[config.mk]
export PLATFORM = sky130hd
export DESIGN_NAME = tmds_vid_framer
export DESIGN_NICKNAME = d
export VERILOG_FILES = /design/src/rtl/tvf_pkg.sv /design/src/rtl/tvf_ctl_decode.sv /design/src/rtl/tvf_preamble_run.sv /design/src/rtl/tvf_phase_fsm.sv /design/src/rtl/tmds_vid_framer.sv
export SDC_FILE = /design/constraint.sdc
export NUM_CORES = 1
export LEC_CHECK = 0
export BUFFER_PORTS_ARGS = -buffer_cell sky130_fd_sc_hd__buf_2
export CORE_AREA = 2 2 66 68
export DETAILED_ROUTE_END_ITERATION = 10
export DIE_AREA = 0 0 68 70
export HOLD_SLACK_MARGIN = 0.06
export PLACE_DENSITY = 0.74
export SYNTH_ARGS = -nofsm -noshare
export SYNTH_HDL_FRONTEND = slang
export SYNTH_HIERARCHICAL = 1
export SYNTH_SLANG_ARGS = --single-unit
[constraint.sdc]
create_clock -name clk -period 1.77 [get_ports clk]
set_input_delay 0.177 -clock clk [delete_from_list [all_inputs] [get_ports clk]]
set_output_delay 0.177 -clock clk [all_outputs]
set_load 0.005 [all_outputs]
[src/rtl/tvf_pkg.sv]
package tvf_pkg;

  localparam int SYM_W = 10;
  localparam int NCH   = 3;

  localparam logic [SYM_W-1:0] CTL_00 = 10'h354;
  localparam logic [SYM_W-1:0] CTL_01 = 10'h0AB;
  localparam logic [SYM_W-1:0] CTL_10 = 10'h154;
  localparam logic [SYM_W-1:0] CTL_11 = 10'h2AB;

  localparam logic [SYM_W-1:0] GB_OUTER = 10'h2CC;
  localparam logic [SYM_W-1:0] GB_MID   = 10'h133;

  localparam logic [1:0] PRE_CH1 = 2'b01;
  localparam logic [1:0] PRE_CH2 = 2'b00;

  typedef struct packed {
    logic       hit;
    logic [1:0] code;
  } ctl_t;

  typedef enum logic [1:0] {
    PH_CTRL   = 2'd0,
    PH_GUARD  = 2'd1,
    PH_ACTIVE = 2'd2
  } phase_e;

  function automatic ctl_t ctl_decode(input logic [SYM_W-1:0] s);
    ctl_t r;
    r.hit  = 1'b1;
    r.code = 2'b00;
    unique case (s)
      CTL_00:  r.code = 2'b00;
      CTL_01:  r.code = 2'b01;
      CTL_10:  r.code = 2'b10;
      CTL_11:  r.code = 2'b11;
      default: r.hit  = 1'b0;
    endcase
    return r;
  endfunction

  function automatic logic [SYM_W-1:0] guard_word(input int ch);
    return (ch == 1) ? GB_MID : GB_OUTER;
  endfunction

  function automatic logic is_video_pre(input logic [NCH-1:0] hits,
                                        input logic [1:0] code1,
                                        input logic [1:0] code2);
    return (&hits) && (code1 == PRE_CH1) && (code2 == PRE_CH2);
  endfunction

endpackage

[src/rtl/tvf_ctl_decode.sv]
module tvf_ctl_decode
  import tvf_pkg::*;
#(
  parameter int CH = 0
) (
  input  logic [SYM_W-1:0] sym,
  output logic             ctl_hit,
  output logic [1:0]       ctl_code,
  output logic             guard_hit
);
  ctl_t dec;

  always_comb begin
    dec       = ctl_decode(sym);
    ctl_hit   = dec.hit;
    ctl_code  = dec.code;
    guard_hit = (sym == guard_word(CH));
  end
endmodule

[src/rtl/tvf_preamble_run.sv]
module tvf_preamble_run #(
  parameter int PRE_LEN = 8
) (
  input  logic clk,
  input  logic rst_n,
  input  logic pre_hit,
  output logic run_full
);
  localparam int CNT_MAX = PRE_LEN + 1;
  localparam int CNT_W   = $clog2(CNT_MAX + 1);

  logic [CNT_W-1:0] cnt_q;

  always_ff @(posedge clk or negedge rst_n) begin
    if (!rst_n) begin
      cnt_q <= '0;
    end else if (!pre_hit) begin
      cnt_q <= '0;
    end else if (cnt_q != CNT_W'(CNT_MAX)) begin
      cnt_q <= cnt_q + 1'b1;
    end
  end

  assign run_full = (cnt_q == CNT_W'(PRE_LEN));
endmodule

[src/rtl/tvf_phase_fsm.sv]
module tvf_phase_fsm
  import tvf_pkg::*;
#(
  parameter int GUARD_LEN = 2
) (
  input  logic clk,
  input  logic rst_n,
  input  logic any_ctl,
  input  logic run_full,
  input  logic guard_match,
  output logic cls_guard,
  output logic cls_pixel,
  output logic guard_fault
);
  localparam int GCNT_W = $clog2(GUARD_LEN + 1);
  localparam logic [GCNT_W-1:0] G_LAST = GCNT_W'(GUARD_LEN - 1);

  phase_e           ph_q, ph_d;
  logic [GCNT_W-1:0] gcnt_q, gcnt_d;

  always_comb begin
    ph_d        = ph_q;
    gcnt_d      = gcnt_q;
    cls_guard   = 1'b0;
    cls_pixel   = 1'b0;
    guard_fault = 1'b0;
    unique case (ph_q)
      PH_CTRL: begin
        if (!any_ctl && run_full) begin
          cls_guard   = 1'b1;
          guard_fault = !guard_match;
          if (GUARD_LEN == 1) begin
            ph_d = PH_ACTIVE;
          end else begin
            ph_d   = PH_GUARD;
            gcnt_d = GCNT_W'(1);
          end
        end
      end
      PH_GUARD: begin
        if (any_ctl) begin
          guard_fault = 1'b1;
          ph_d        = PH_CTRL;
        end else begin
          cls_guard   = 1'b1;
          guard_fault = !guard_match;
          gcnt_d      = gcnt_q + 1'b1;
          if (gcnt_q == G_LAST) ph_d = PH_ACTIVE;
        end
      end
      PH_ACTIVE: begin
        if (any_ctl) ph_d = PH_CTRL;
        else         cls_pixel = 1'b1;
      end
      default: ph_d = PH_CTRL;
    endcase
  end

  always_ff @(posedge clk or negedge rst_n) begin
    if (!rst_n) begin
      ph_q   <= PH_CTRL;
      gcnt_q <= '0;
    end else begin
      ph_q   <= ph_d;
      gcnt_q <= gcnt_d;
    end
  end
endmodule

[src/rtl/tmds_vid_framer.sv]
module tmds_vid_framer
  import tvf_pkg::*;
#(
  parameter int PRE_LEN   = 8,
  parameter int GUARD_LEN = 2
) (
  input  logic             clk,
  input  logic             rst_n,
  input  logic [SYM_W-1:0] sym0_i,
  input  logic [SYM_W-1:0] sym1_i,
  input  logic [SYM_W-1:0] sym2_i,
  output logic             vid_active_o,
  output logic             de_o,
  output logic             hsync_o,
  output logic             vsync_o,
  output logic             guard_o,
  output logic             guard_err_o,
  output logic [SYM_W-1:0] pix0_o,
  output logic [SYM_W-1:0] pix1_o,
  output logic [SYM_W-1:0] pix2_o
);
  logic [SYM_W-1:0] sym_a [NCH];
  logic [NCH-1:0]   hit_v;
  logic [NCH-1:0]   gm_v;
  logic [1:0]       code_a [NCH];

  assign sym_a[0] = sym0_i;
  assign sym_a[1] = sym1_i;
  assign sym_a[2] = sym2_i;

  for (genvar ch = 0; ch < NCH; ch++) begin : g_dec
    tvf_ctl_decode #(.CH(ch)) u_dec (
      .sym       (sym_a[ch]),
      .ctl_hit   (hit_v[ch]),
      .ctl_code  (code_a[ch]),
      .guard_hit (gm_v[ch])
    );
  end

  // Named internal events, observed by the bound checker
  logic any_ctl_w;
  logic ch0_ctl_w;
  logic pre_hit_w;
  logic run_full_w;
  logic cls_guard_w;
  logic cls_pixel_w;
  logic fault_w;

  assign any_ctl_w = |hit_v;
  assign ch0_ctl_w = hit_v[0];
  assign pre_hit_w = is_video_pre(hit_v, code_a[1], code_a[2]);

  tvf_preamble_run #(.PRE_LEN(PRE_LEN)) u_run (
    .clk      (clk),
    .rst_n    (rst_n),
    .pre_hit  (pre_hit_w),
    .run_full (run_full_w)
  );

  tvf_phase_fsm #(.GUARD_LEN(GUARD_LEN)) u_fsm (
    .clk         (clk),
    .rst_n       (rst_n),
    .any_ctl     (any_ctl_w),
    .run_full    (run_full_w),
    .guard_match (&gm_v),
    .cls_guard   (cls_guard_w),
    .cls_pixel   (cls_pixel_w),
    .guard_fault (fault_w)
  );

  always_ff @(posedge clk or negedge rst_n) begin
    if (!rst_n) begin
      vid_active_o <= 1'b0;
      de_o         <= 1'b0;
      guard_o      <= 1'b0;
      guard_err_o  <= 1'b0;
      hsync_o      <= 1'b0;
      vsync_o      <= 1'b0;
      pix0_o       <= '0;
      pix1_o       <= '0;
      pix2_o       <= '0;
    end else begin
      vid_active_o <= cls_guard_w | cls_pixel_w;
      de_o         <= cls_pixel_w;
      guard_o      <= cls_guard_w;
      guard_err_o  <= fault_w;
      pix0_o       <= cls_pixel_w ? sym0_i : '0;
      pix1_o       <= cls_pixel_w ? sym1_i : '0;
      pix2_o       <= cls_pixel_w ? sym2_i : '0;
      if (ch0_ctl_w) begin
        hsync_o <= code_a[0][0];
        vsync_o <= code_a[0][1];
      end
    end
  end
endmodule

Word level (Yosys, flattened, before mapping) --
Cells that the tools add are included.
Operators by class: $add $sub $neg 2, eq/ne operators 26, multiplexer cells 25, bitwise operators 1, reduce and logical (&&, ||, !) cells 16
Operators by type and width (number):
- $eq A10 B10 Y1 const B | 8
- $eq A10 B9 Y1 const B | 4
- $eq A10 B8 Y1 const B | 3
- $mux W10 | 3
- $pmux W2 S3 | 4
- $reduce_and A3 Y1 | 4
- $reduce_or A4 Y1 | 3
- $mux W2 | 5
- $mux W1 | 8
- $mux W4 | 2
- $eq A2 B1 Y1 const B | 3
- $add A4 B1 Y4 const B | 1
- $eq A4 B4 Y1 const B | 1
- $logic_not A2 Y1 | 2
- $ne A2 B1 Y1 const B | 2
- $ne A2 B2 Y1 const B | 2
- $ne A4 B4 Y1 const B | 1
- $pmux W1 S2 | 2
- $pmux W2 S2 | 1
- $logic_and A1 B1 Y1 | 3
- $ne A3 B1 Y1 const B | 1
- $reduce_or A3 Y1 | 1
- $add A2 B1 Y2 const B | 1
- $eq A2 B2 Y1 const B | 1
- other kinds (3) | 4
Word-level totals: register bits 44, input port bits 32, output and inout port bits 36

Logic depth before layout (Yosys ltp) --
Gate-level depths: netlist of the first run.
depth after elaboration 9, mapped depth 8, gate-level depth less buffers 8

Modules after synthesis --
Netlist of the first run, hierarchy kept.
Modules (own cells, without submodules):
- tmds_vid_framer | instances 1, cells each 76, area an instance 1162.4 µm²
- tvf_preamble_run | instances 1, cells each 22, area an instance 245.2 µm²
- tvf_phase_fsm | instances 1, cells each 21, area an instance 198.9 µm²
- tvf_ctl_decode at g_dec[0].u_dec ... | instances 2, cells each 12, area an instance 97.6 µm²
- tvf_ctl_decode at g_dec[1].u_dec | instances 1, cells each 12, area an instance 112.6 µm²

Worst setup path after synthesis of the first run --
Ideal clock, no wire load.
path kind input to register, start point in sym0_i[5], end point reg vid_active_o, library setup time 0.127 ns, arrival 1.503 ns, path slack 0.140 ns, stages on the path 8, buffers on the path 0, path through nor4b_2 > nand2_1 > o22ai_1 > or3_1 > nor2_1 > o21ai_0 > inv_1 > or2_2
Between the ends: word-level cells in the longest chain between the ends 9, elaborated cells between the ends (all ways) 14
RTL lines:
- start, declared | RTL line tmds_vid_framer.sv:9 | input logic [SYM_W-1:0] sym0_i,
- $eq A10 B10 Y1 (tied with other cells) | RTL line tvf_pkg.sv:32 | unique case (s)
- $reduce_or A4 Y1 (no source line) *
- $mux W1 * | RTL line tvf_pkg.sv:32
- named net ch0_ctl_w | RTL line tmds_vid_framer.sv:42 | logic ch0_ctl_w;
- $reduce_or A3 Y1 * | RTL line tmds_vid_framer.sv:49 | assign any_ctl_w = |hit_v;
- named net any_ctl_w | RTL line tmds_vid_framer.sv:41 | logic any_ctl_w;
- $logic_not A1 Y1 | RTL line tvf_phase_fsm.sv:29 | if (!any_ctl && run_full) begin
- $logic_and A1 B1 Y1 | RTL line tvf_phase_fsm.sv:29
- $mux W1 | RTL line tvf_phase_fsm.sv:29
- $pmux W1 S2 * | RTL line tvf_phase_fsm.sv:27 | unique case (ph_q)
- named net cls_guard_w | RTL line tmds_vid_framer.sv:45 | logic cls_guard_w;
- $or A1 B1 Y1 * | RTL line tmds_vid_framer.sv:83 | vid_active_o <= cls_guard_w | cls_pixel_w;
- end signal, assigned | RTL line tmds_vid_framer.sv:83
- end, declared | RTL line tmds_vid_framer.sv:12 | output logic vid_active_o,
The timed path passes the listed nets; every way through them passes the cells marked *. A chain may end at the register's enable or synchronous reset.

Worst setup path in the final report of the first run --
start point reg u_run.cnt_q[0], end point reg vid_active_o
Between the ends: word-level cells in the longest chain between the ends 5
RTL lines:
- start, declared | RTL line tvf_preamble_run.sv:12 | logic [CNT_W-1:0] cnt_q;
- start signal, assigned | RTL line tvf_preamble_run.sv:20 | cnt_q <= cnt_q + 1'b1;
- $eq A4 B4 Y1 | RTL line tvf_preamble_run.sv:24 | assign run_full = (cnt_q == CNT_W'(PRE_LEN));
- named net run_full_w | RTL line tmds_vid_framer.sv:44 | logic run_full_w;
- $logic_and A1 B1 Y1 | RTL line tvf_phase_fsm.sv:29
- $mux W1 | RTL line tvf_phase_fsm.sv:29
- $pmux W1 S2 | RTL line tvf_phase_fsm.sv:27
- named net cls_guard_w | RTL line tmds_vid_framer.sv:45
- $or A1 B1 Y1 | RTL line tmds_vid_framer.sv:83
The timed path passes the listed nets, and every way through them passes these cells.

==> reports/results.txt, run 1 <==
Post-synthesis sequential area ratio - 0.575
IO buf count - 67
Skew final - 7.52 ps
Final Slew Violations - 0
Worst-path clk slew - 80 ps
DRT Wirelength - 3760 um
DRC errors left - 0
Inst Count DP - 282
TritonRoute pass-1 iters - 4
Initial DRC count - 70
GRT overflow - 0
Worst vdd ir - 0.000468 V
Synthesis Warnings - 6
Period utilization - 0.877
Non-Filler Instances - 291
Cell Area, Synth - 0.00191 mm^2
Sink Count - 44
CP max-delay cell - dfrtp_1
Die W - 68 um
Layout cells sized above 1 - 0.414
Most common cell after layout, fill and taps aside - buf_2
Final Setup Violations - 0
Later-pin clock latency in the skew report - 290 ps
CP max stage delay - 410 ps
Via count - 1434
Post-synth EDFFs - 0
Die area - 0.00476 mm^2
Die Height - 70 um
Number of setup buffers added after CTS - 0
PD cells - 967 mW/mm^2
GRT Resource Usage Total - 0.176
Wirelength per Cell - 12.9 um
Top_reg_cell synth - dfrtp_1
Max_slew headroom - 0.670
Max-Cap Viols - 0
First-pass GRT wire length - 6290 um
#FFs+latches synth - 44
Area of the core - 0.00414 mm^2
Nets - 274
FF-to-FF path depth - 6
Slew @ Worst Pin - 495 ps
Hold endpoint - pix1_o[9]
CTS max path bufs - 2
Worst path cell trace - inv_1 > ha_1 > and3b_2 > o21ai_1 > inv_1 > or2_2
Commonest cells after routing, fill and taps aside - buf_2 (67), dfrtp_1 (44), and2_1 (32)
Area growth from synthesis to layout - 32.2%
HP Start - sym1_i[9]
Final Hold Violating Endpoints - 0
Vias in the first global route - 1400
Post-Syn Nets - 191
Critical Path End Type - flop
Worst min path class - in2reg
Top Family by Delay on Critical Path - simple AND/OR/NAND/NOR gates
Final ANT Viol Nets - 0
Diode count - 0
Worst EP required - 1950 ps
Io pins - 68
CTS tree - done
Run status - complete, no violations
Largest net degree at the start of global routing - 25
Hold path cells - 2
Avg Cell Area, Syn - 12.4 um^2
Initial antenna violation count - 0
Most frequent CP cell - inv_1
Clk root buf - clkbuf_8
Gp weighted congestion - 0.745
Worst Path Arrival - 1730 ps
Synth cell types - 41
Setup repair after global routing missed its margin - no
Tmin final - 1550 ps
FF-to-FF setup slack - 220 ps
Worst Path Buf+Inv - 2
FMAX - 0.644 GHz
Detailed Place HPWL - 2970 um
Vias per inst - 4.93
Crit-path max FO - 4
Post-Syn Instances - 155
Num CTS Buffers - 5
Reg2reg end - vid_active_o
Pleak - 0.00131 uW
Crit Path Class - reg2reg
H-tree Lvls - 2
Worst setup SP type - flop
Num rows - 24
R2R Path Start - u_run/cnt_q[0]
Asr flop ratio synth - 1.00
Initial core utilization - 0.462
Overall Power - 2450 uW
==> Yosys cell counts, types with 2 or more instances <==
cell type,instances,share of area
dfrtp_1,44,0.58
and2_1,32,0.10
inv_1,8,0.016
nand2_1,7,0.014
nor2_1,7,0.014
nand4bb_1,5,0.029
a21oi_1,4,0.010
ha_1,4,0.026
buf_2,3,0.0078
and4bb_1,2,0.013
mux2_2,2,0.012
nand3_1,2,0.0052
nor4b_2,2,0.016
o21ai_0,2,0.0052
o22ai_1,2,0.0065
o32ai_2,2,0.017
or2_1,2,0.0065
xnor2_1,2,0.0092
==> metal layers <==
| metal | vias up | routed length [um] | track usage |
|---|---|---|---|
| met2 | 42 | 1880 | 0.297 |
| li1 | 695 | - | - |
| met4 | 0 | 72 | 0.0778 |
| met1 | 691 | 1580 | 0.209 |
| met3 | 6 | 233 | 0.0403 |
| met5 | - | 0 | 0 |
==> repair_timing <==
action | 4_1_cts | 5_1_grt
endpoints found under the setup margin | 0 | 1
endpoints found under the hold margin | 20 | 0
hold buffers | 1 | 0
resized for setup | 0 | 1
==> where the power goes <==
part | switching [uW] | internal [uW] | leakage [uW]
clock | 325 | 498 | 0.0000645
combinational | 210 | 232 | 0.000680
sequential | 38.0 | 1140 | 0.000570
==> cell families (layout without fill, tap and decap cells) <==
| group | count (synthesis) | after routing | synth area share |
|---|---|---|---|
| and+or+nand+nor | 76 | 76 | 0.290 |
| DFF | 44 | 44 | 0.575 |
| AOI/OAI and AO/OA | 15 | 15 | 0.0588 |
| muxes | 3 | 3 | 0.0170 |
| xor gates and xnor gates | 2 | 2 | 0.00915 |
| adders and majority gates | 4 | 4 | 0.0261 |
| buffers and inverters | 11 | 95 | 0.0235 |
==> per-stage QoR <==
| step | hold WS [ps] | instance area, um^2 | worst slack (ps) | setup TNS, ps | util |
|---|---|---|---|---|---|
| floorplan | -119 | 1910 | 140 | 0 | - |
| global placement | 165 | 2390 | -8.72 | -8.72 | 0.578 |
| detailed placement | 172 | 2390 | -43.8 | -54.2 | 0.578 |
| CTS | 109 | 2530 | 114 | 0 | 0.611 |
| global route | 111 | 2530 | 102 | 0 | 0.611 |
| finish | 119 | 2530 | 218 | 0 | 0.611 |
==> registers in the layout (all words and copies together) (netlist names) <==
name / flops
pix2_o: 10
u_fsm/ph_q: 2
de_o: 1
u_run/cnt_q: 4
pix0_o: 10
pix1_o: 10
guard_err_o: 1
guard_o: 1
u_fsm/gcnt_q: 2
vsync_o: 1
hsync_o: 1
vid_active_o: 1
==> worst max-delay path by stage <==
stage / startpoint / to / slack, ps / cells past startpoint
floorplan: sym0_i[5] / vid_active_o / 140 / 8
global placement: sym1_i[4] / u_fsm/gcnt_q[0] / -9 / 7
detailed placement: sym1_i[4] / u_fsm/gcnt_q[0] / -40 / 7
CTS: u_run/cnt_q[0] / vid_active_o / 110 / 6
global route: u_run/cnt_q[0] / vid_active_o / 100 / 6
finish: u_run/cnt_q[0] / vid_active_o / 220 / 6
==> layout make-up <==
type                       count  area (um^2)
fill                         342         1610
sequential                    44         1100
multi-input combinational    100          768
timing repair buffer          79          440
clock buffer                   7         96.3
tap                           52         65.1
clock inverter                 1         30.0
inverter                       8         30.0
==> worst reg2reg max path, stage by stage, from the launching register on <==
cell,delay (ps)
dfrtp_1,410
inv_1,90
ha_1,200
and3b_2,210
o21ai_1,190
inv_1,80
or2_2,270
No activity file was read; power rests on OpenSTA's default activity.
==> inputs of run 2 (changes only) <==
- GPL_TIMING_DRIVEN: default -> 0
==> run 2 against run 1 <==
Net effect:
- global-route usage down 0.74 points
- power shrank 8.6%
- register-to-register slack got worse by 80 ps
- cell area fell by 4.6%
- largest power group unchanged
- highest routed layer unchanged
==> reports/results.txt, run 2 (synthesis results as in run 1) <==
Gp weighted congestion - 0.754
Cell Area, Placed - 0.00231 mm^2
Inst Count DP - 274
Final setup TNS - 0 ps
Initial core utilization - 0.462
GRT Resource Usage Total - 0.169
Sink Count - 44
Number of setup buffers added after CTS - 0
Max-Cap Viols - 0
First-pass GRT wire length - 5980 um
Crit-path max FO - 4
Initial DRC count - 98
Final Slew Violations - 0
Worst-path clk slew - 80 ps
Design area - 0.00241 mm^2
Die Height - 70 um
FMAX - 0.613 GHz
Later-pin clock latency in the skew report - 290 ps
Resized Gates After CTS - 0
Biggest regs - pix0_o x10, pix1_o x10, pix2_o x10
Detailed Place HPWL - 2780 um
Critical Path End Type - flop
Setup repair after global routing missed its margin - no
Clk root buf - clkbuf_8
CTS tree - done
Area growth from synthesis to layout - 26.1%
Non-Filler Instances - 282
TritonRoute pass-1 iters - 4
Clock share of power - 0.280
Final hold slack - 22.0 ps
Num rows - 24
Area of the core - 0.00414 mm^2
Switching part of the total - 0.251
Slew @ Worst Pin - 946 ps
Layout cells sized above 1 - 0.396
Largest net degree at the start of global routing - 45
Io pins - 68
Nets - 265
Seq pwr share - 0.528
Final Hold Violating Endpoints - 0
Final ANT Viol Nets - 0
DRC errors left - 0
CTS max path bufs - 2
Period utilization - 0.922
Final Setup Violations - 0
Die W - 68 um
DRT Wirelength - 3650 um
Crit Path Class - reg2reg
Commonest cells after routing, fill and taps aside - buf_2 (70), dfrtp_1 (44), and2_1 (32)
Skew final - 5.46 ps
Worst EP required - 1950 ps
Via count - 1386
Worst min path class - in2async
Overall Power - 2240 uW
Num CTS Buffers - 5
Worst vdd ir - 0.000557 V
Worst Path Arrival - 1810 ps
Wirelength per Cell - 12.9 um
Pleak - 0.00125 uW
Vias in the first global route - 1338
Comb power frac - 0.192
Number of hold buffers added after cts - 0
Diode count - 0
PD cells - 927 mW/mm^2
Die area - 0.00476 mm^2
Worst setup SP type - flop
Sw power - 562 uW
Run status - complete, no violations
Most common cell after layout, fill and taps aside - buf_2
Tmin final - 1630 ps
Max_slew headroom - 0.369
Initial antenna violation count - 0
Vias per inst - 4.91
Int Pwr - 1670 uW
GRT overflow - 0
IO buf count - 67
H-tree Lvls - 2
[run 2: cell count changes in the layout (fill, tap and decap cells not counted), sizes merged]
cell,before,now
buf,78,70
clkbuf,7,8
dlygate4sd3,1,0
bufinv,1,0
[run 2: layer usage]
| metal | part of all wire | global-route usage |
|---|---|---|
| met4 | 0.021 | 0.0867 |
| met2 | 0.49 | 0.271 |
| met1 | 0.42 | 0.202 |
| met5 | 0 | 0 |
| met3 | 0.064 | 0.0467 |
[run 2: cell type report]
class                           instances  area [um^2]
Buffer                                  3         15.0
Fill cell                             365         1730
Tap cell                               52         65.1
Timing Repair Buffer                   67          335
Clock buffer                            8         90.1
Sequential cell                        44         1100
Multi-Input combinational cell        100          777
Inverter                                8         30.0
[run 2: worst paths after layout]
kind | start | end | slack (ps) | depth (start not counted)
min in group clk | sym2_i[2] | pix2_o[2] | 120 | 2
max | u_run/cnt_q[0] | vid_active_o | 140 | 6
min reg2reg | u_fsm/gcnt_q[1] | u_fsm/gcnt_q[1] | 500 | 1
min | rst_n | pix2_o[1] | 20 | 1
max reg2reg | u_run/cnt_q[0] | vid_active_o | 140 | 6
max in group asynchronous | rst_n | pix1_o[0] | 1150 | 1
[run 2: critical path, cell delays in order (launching register included)]
cell and delay (ps):
dfrtp_1 400, inv_1 80, ha_1 200, and3b_2 210, o21ai_1 270, inv_1 90, or2_2 270
[run 2: power groups by stage]
| stage | Clock (uW) | Combinational [uW] | Sequential (uW) |
|---|---|---|---|
| floorplan | 0 | 160 | 1230 |
| CTS | 647 | 440 | 1180 |
| finish | 626 | 429 | 1180 |
| global route | 685 | 488 | 1200 |
| global placement | 0 | 428 | 1200 |
| detailed placement | 0 | 438 | 1200 |
[run 2: per-stage QoR]
stage | utilization | setup slack (ps)
2_1_floorplan | - | 140
3_3_place_gp | 0.559 | -204
3_5_place_dp | 0.559 | -206
4_1_cts | 0.580 | 20.6
5_1_grt | 0.582 | 24.3
6_report | 0.582 | 139
